==> config.mk <==
export PLATFORM = sky130hd
export DESIGN_NAME = hbi_top
export DESIGN_NICKNAME = d
export VERILOG_FILES = /design/src/rtl/hbi_pkg.sv /design/src/rtl/hbi_sync.sv /design/src/rtl/hbi_cycle_ctl.sv /design/src/rtl/hbi_irq_drive.sv /design/src/rtl/hbi_top.sv
export SDC_FILE = /design/constraint.sdc
export NUM_CORES = 1
export LEC_CHECK = 0
export BUFFER_PORTS_ARGS = -buffer_cell sky130_fd_sc_hd__buf_4
export CORE_ASPECT_RATIO = 2
export CORE_MARGIN = 2
export CORE_UTILIZATION = 49
export DETAILED_ROUTE_END_ITERATION = 12
export PLACE_DENSITY = 0.78
export SYNTH_ARGS = -nofsm -noshare
export SYNTH_HDL_FRONTEND = slang
export SYNTH_SLANG_ARGS = --single-unit
==> constraint.sdc <==
create_clock -name clk -period 1.7 [get_ports clk]
set_clock_uncertainty 0.15 [all_clocks]
set_input_delay 0.34 -clock clk [delete_from_list [all_inputs] [get_ports clk]]
set_output_delay 0.34 -clock clk [all_outputs]
set_load 0.03 [all_outputs]
==> src/rtl/hbi_pkg.sv <==
package hbi_pkg;

    localparam int ADDR_W = 3;
    localparam int DATA_W = 8;
    localparam int NREG   = 1 << ADDR_W;

    typedef enum logic {
        MODE_COMBINED = 1'b0,
        MODE_SPLIT    = 1'b1
    } bus_mode_e;

    typedef struct packed {
        logic              cs_n;
        logic              rd_n;
        logic              wr_n;
        logic [ADDR_W-1:0] addr;
        logic [DATA_W-1:0] data;
    } bus_sample_t;

    typedef struct packed {
        logic rd;
        logic wr;
    } access_t;

    localparam bus_sample_t SAMPLE_IDLE = '{
        cs_n: 1'b1, rd_n: 1'b1, wr_n: 1'b1, addr: '0, data: '0
    };

    function automatic logic [NREG-1:0] addr_to_sel(input logic [ADDR_W-1:0] a);
        logic [NREG-1:0] s;
        s = '0;
        s[a] = 1'b1;
        return s;
    endfunction

    // Which access kind the present pin levels describe.
    function automatic access_t classify(input bus_mode_e m, input logic cs_n,
                                         input logic rd_n, input logic wr_n);
        access_t r;
        r = '0;
        if (!cs_n) begin
            if (m == MODE_SPLIT) begin
                r.rd = !rd_n && wr_n;
                r.wr = !wr_n && rd_n;
            end else begin
                r.rd = wr_n;
                r.wr = !wr_n;
            end
        end
        return r;
    endfunction

endpackage

==> src/rtl/hbi_sync.sv <==
module hbi_sync #(
    parameter int         W       = 1,
    parameter int         STAGES  = 2,
    parameter logic [W-1:0] RST_VAL = '0
) (
    input  logic         clk,
    input  logic         rst,
    input  logic [W-1:0] d,
    output logic [W-1:0] q
);

    logic [W-1:0] stage [STAGES];

    genvar g;
    generate
        for (g = 0; g < STAGES; g++) begin : g_stage
            always_ff @(posedge clk) begin
                if (rst) begin
                    stage[g] <= RST_VAL;
                end else begin
                    if (g == 0) stage[g] <= d;
                    else        stage[g] <= stage[(g == 0) ? 0 : g-1];
                end
            end
        end
    endgenerate

    assign q = stage[STAGES-1];

endmodule

==> src/rtl/hbi_cycle_ctl.sv <==
module hbi_cycle_ctl
    import hbi_pkg::*;
(
    input  logic                clk,
    input  logic                rst,
    input  bus_mode_e           mode,
    input  bus_sample_t         smp,
    output logic                reg_rd,
    output logic                reg_wr,
    output logic [NREG-1:0]     reg_sel,
    output logic [DATA_W-1:0]   reg_wdata,
    output logic                data_oe
);

    access_t           act, act_q;
    logic              rd_start, wr_start, wr_end;
    logic              rd_q, wr_q, oe_q;
    logic [ADDR_W-1:0] raddr_q, waddr_q;
    logic [DATA_W-1:0] wdata_q;

    always_comb begin
        act      = classify(mode, smp.cs_n, smp.rd_n, smp.wr_n);
        rd_start = act.rd && !act_q.rd;
        wr_start = act.wr && !act_q.wr;
        wr_end   = act_q.wr && !act.wr;
    end

    always_ff @(posedge clk) begin
        if (rst) begin
            act_q   <= '0;
            rd_q    <= 1'b0;
            wr_q    <= 1'b0;
            oe_q    <= 1'b0;
            raddr_q <= '0;
            waddr_q <= '0;
            wdata_q <= '0;
        end else begin
            act_q <= act;
            rd_q  <= rd_start;
            wr_q  <= wr_end;
            oe_q  <= act.rd;
            if (rd_start) raddr_q <= smp.addr;
            if (wr_start) waddr_q <= smp.addr;
            if (act.wr)   wdata_q <= smp.data;
        end
    end

    assign reg_rd    = rd_q;
    assign reg_wr    = wr_q;
    assign data_oe   = oe_q;
    assign reg_wdata = wdata_q;
    assign reg_sel   = addr_to_sel(wr_q ? waddr_q : raddr_q);

endmodule

==> src/rtl/hbi_irq_drive.sv <==
module hbi_irq_drive
    import hbi_pkg::*;
(
    input  bus_mode_e mode,
    input  logic      irq_en,
    input  logic      irq_pending,
    output logic      irq_out,
    output logic      irq_oe
);

    always_comb begin
        unique case (mode)
            MODE_SPLIT: begin
                irq_out = irq_pending;
                irq_oe  = irq_en;
            end
            default: begin
                irq_out = 1'b0;
                irq_oe  = irq_pending;
            end
        endcase
    end

endmodule

==> src/rtl/hbi_top.sv <==
module hbi_top
    import hbi_pkg::*;
#(
    parameter int SYNC_STAGES = 2
) (
    input  logic              clk,
    input  logic              rst,
    input  logic              bus_mode,
    input  logic              cs_n,
    input  logic              rd_n,
    input  logic              wr_n,
    input  logic [ADDR_W-1:0] addr,
    input  logic [DATA_W-1:0] data_in,
    output logic [DATA_W-1:0] data_out,
    output logic              data_oe,
    input  logic              irq_en,
    input  logic              irq_pending,
    output logic              irq_out,
    output logic              irq_oe,
    output logic [NREG-1:0]   reg_sel,
    output logic              reg_rd,
    output logic              reg_wr,
    output logic [DATA_W-1:0] reg_wdata,
    input  logic [DATA_W-1:0] reg_rdata
);

    localparam int SAMPLE_W = $bits(bus_sample_t);

    bus_mode_e   mode;
    bus_sample_t raw, smp;

    assign mode = bus_mode_e'(bus_mode);
    assign raw  = '{cs_n: cs_n, rd_n: rd_n, wr_n: wr_n, addr: addr, data: data_in};

    hbi_sync #(
        .W       (SAMPLE_W),
        .STAGES  (SYNC_STAGES),
        .RST_VAL (SAMPLE_IDLE)
    ) i_sync (
        .clk (clk),
        .rst (rst),
        .d   (raw),
        .q   (smp)
    );

    hbi_cycle_ctl i_ctl (
        .clk       (clk),
        .rst       (rst),
        .mode      (mode),
        .smp       (smp),
        .reg_rd    (reg_rd),
        .reg_wr    (reg_wr),
        .reg_sel   (reg_sel),
        .reg_wdata (reg_wdata),
        .data_oe   (data_oe)
    );

    hbi_irq_drive i_irq (
        .mode        (mode),
        .irq_en      (irq_en),
        .irq_pending (irq_pending),
        .irq_out     (irq_out),
        .irq_oe      (irq_oe)
    );

    assign data_out = reg_rdata;

endmodule

==> qor.csv <==
metric;value;unit
CTS Buf Count;5;
Power Density;845;nW/um2
placed cell count;217;
Nets;224;
Period minus WS final;1890;ps
RSZ-0062 raised after global routing;true;
clock sink total;46;
Yosys cell types;25;
Worst EP required;1210;ps
Crit Path Category;reg2out;
DRC;0;
most frequent cells in the layout;dfxtp_1 (42), buf_4 (36), nor2b_1 (24);
post-route ant nets;0;
Internal Pwr Total;1.49;mW
DR vias;1188;
violated checks;setup timing;
worst min path class;in2reg;
vias in the first global route;1148;
post-synthesis instance total;163;
Post-Place Setup Slack;20.5;ps
Logic pwr share;6.3;%
share of layout cells above drive strength 1;39.3;%
clk_lat worst skew;290;ps
CTS clk-pin slew, worst paths;70;ps
CP endpoint kind;output pin;
largest area contributor in the synthesized netlist;dfxtp_1;
wire per inst;14.3;um
CTS tree;done;
clock share of power;33.5;%
Starting Density;50.3;%
DR iter-0 viols;58;
Hold Vio Cnt, Final;0;
status;finished, violations left;
first-pass GRT wire length;4860;um
Max Freq;528;MHz
Switch Pwr;0.368;mW
RD Place Congestion;0.695;
Ys Warns;0;
Port Buffers;39;
largest net degree at the start of global routing;49;
Area Overhead vs Synth;30.6;%
commonest non-fill, non-tap cell in the layout;dfxtp_1;
average vias per placed instance;5.21;
final setup fails;8;
Ant. Diodes;0;
mapped cell area;1680;um2
Max IR drop VDD;0.733;mV
Synth Net Count;190;
post-DP HPWL;2070;um
actual slew at the worst max-slew pin;598;ps
Root Driver;clkbuf_8;
grt ovf;0;
worst-path fanout max;6;
worst-case clock buffer depth;2;
Post-Layout Cell Count;228;
Sw Ratio;19.8;%
Final Max Slew Viols;0;
I/O pins;56;
core region area;3340;um2
initial antenna violation count;0;
Die X;45.4;um
Arr. time, crit path;1400;ps
row count;30;
drt first pass iters;4;
Area contributors post-synth;dfxtp_1 (55%), nor2b_1 (8.9%), buf_4 (4.5%);
fin util;65.7;%
DRT Wirelength;3250;um
Synth top area share;54.8;%
Leakage;0.862;nW
Seq/Total Area, Yosys;54.8;%
hold-fix buffers at CTS;0;
filler instances;263;
min setup slack post-route;-195;ps
final worst-path cycle share;111;%
syn avg cell area;10.3;um2
setup TNS after final layout;-1400;ps
slew margin rel.;60.1;%
max_cap viols;0;
full die area;3940;um2
total power;1.85;mW
chip height;86.8;um
FF+latch count, synth;46;
crit start category;flop;
Total Routing Usage GR;17.5;%
CTS H-tree depth;2;
Seq pwr share;60.2;%
## layer usage
metal	part of all wire [%]	vias up	track usage [%]
met4	3.9	0	11.5
li1	-	592	-
met5	0	-	0
met2	61	47	34.1
met3	4.9	15	5.00
met1	30	534	12.9
## synth_stat cells
| master | number |
|---|---|
| nor2_1 | 9 |
| and3b_1 | 1 |
| nor2b_1 | 24 |
| o21ai_1 | 8 |
| buf_2 | 2 |
| a211oi_1 | 1 |
| nor3_1 | 2 |
| dfxtp_1 | 46 |
| inv_1 | 2 |
| buf_4 | 10 |
| mux2_2 | 2 |
| a31oi_1 | 4 |
| a211o_1 | 1 |
| buf_6 | 1 |
| nand2b_1 | 10 |
| nor3b_1 | 3 |
| clkbuf_1 | 4 |
| or2_1 | 1 |
| a21oi_1 | 8 |
| nor3_4 | 1 |
| and2_1 | 1 |
| buf_1 | 1 |
| or3b_1 | 8 |
| mux2i_1 | 7 |
| or2_2 | 6 |
## cell type report
cell class                 count  area [um2]  area share, %
multi-input combinational     97         753           34.3
inverter                       2        7.51          0.342
clock buffer                   6        82.6           3.76
sequential                    46         928           42.3
tap                           32        40.0           1.82
timing repair buffer          45         384           17.5
## logic make-up after synthesis
group           synth area share [%]
buf+inv                         7.29
compound gates                  7.22
mux                             5.51
simple gates                    25.2
flops                           54.8
## worst max-delay path, cell delays in order, from the launching register on
cell     delay [ps]
dfxtp_4         400
buf_6           110
mux2_4          350
nor2_4          110
buf_6           140
## flip-flops by register name, indices dropped and copies added (netlist names)
name and cells:
i_ctl.act_q 1, i_ctl.data_oe 1, i_ctl.raddr_q 3, i_ctl.reg_rd 1, i_ctl.reg_wdata 8, i_ctl.reg_wr 1
i_ctl.waddr_q 3, i_sync.stage 28
## final timing paths
check                      startpoint             endpoint  slack (ps)  depth (start not counted)
hold reg to reg   i_sync.stage[0][13]  i_sync.stage[1][13]         260                          1
setup reg to reg  i_sync.stage[1][13]   i_ctl.reg_wdata[2]         150                          3
hold / removal                   wr_n  i_sync.stage[0][11]          80                          2
setup / recovery         i_ctl.reg_wr           reg_sel[2]        -190                          4
## per-stage QoR
step	hold slack [ps]	instance area (um2)
5_1_grt	68.0	2200
3_3_place_gp	243	1970
4_1_cts	73.5	2170
2_1_floorplan	239	1730
3_5_place_dp	247	1970
6_report	84.7	2200
## power by group through the flow
stage / registers, mW / logic (mW) / clock network, mW
4_1_cts: 1.12 / 0.118 / 0.645
2_1_floorplan: 1.14 / 0.101 / 0
5_1_grt: 1.12 / 0.127 / 0.693
3_5_place_dp: 1.14 / 0.115 / 0
6_report: 1.12 / 0.117 / 0.621
3_3_place_gp: 1.14 / 0.110 / 0
## repair_timing
| action | in CTS | in global routing |
|---|---|---|
| gates resized for setup | 20 | 5 |
| buffers inserted | 4 | 1 |
| setup endpoints to repair | 8 | 8 |
| pin swaps | 4 | 4 |
(Power assumes the default switching activity.)
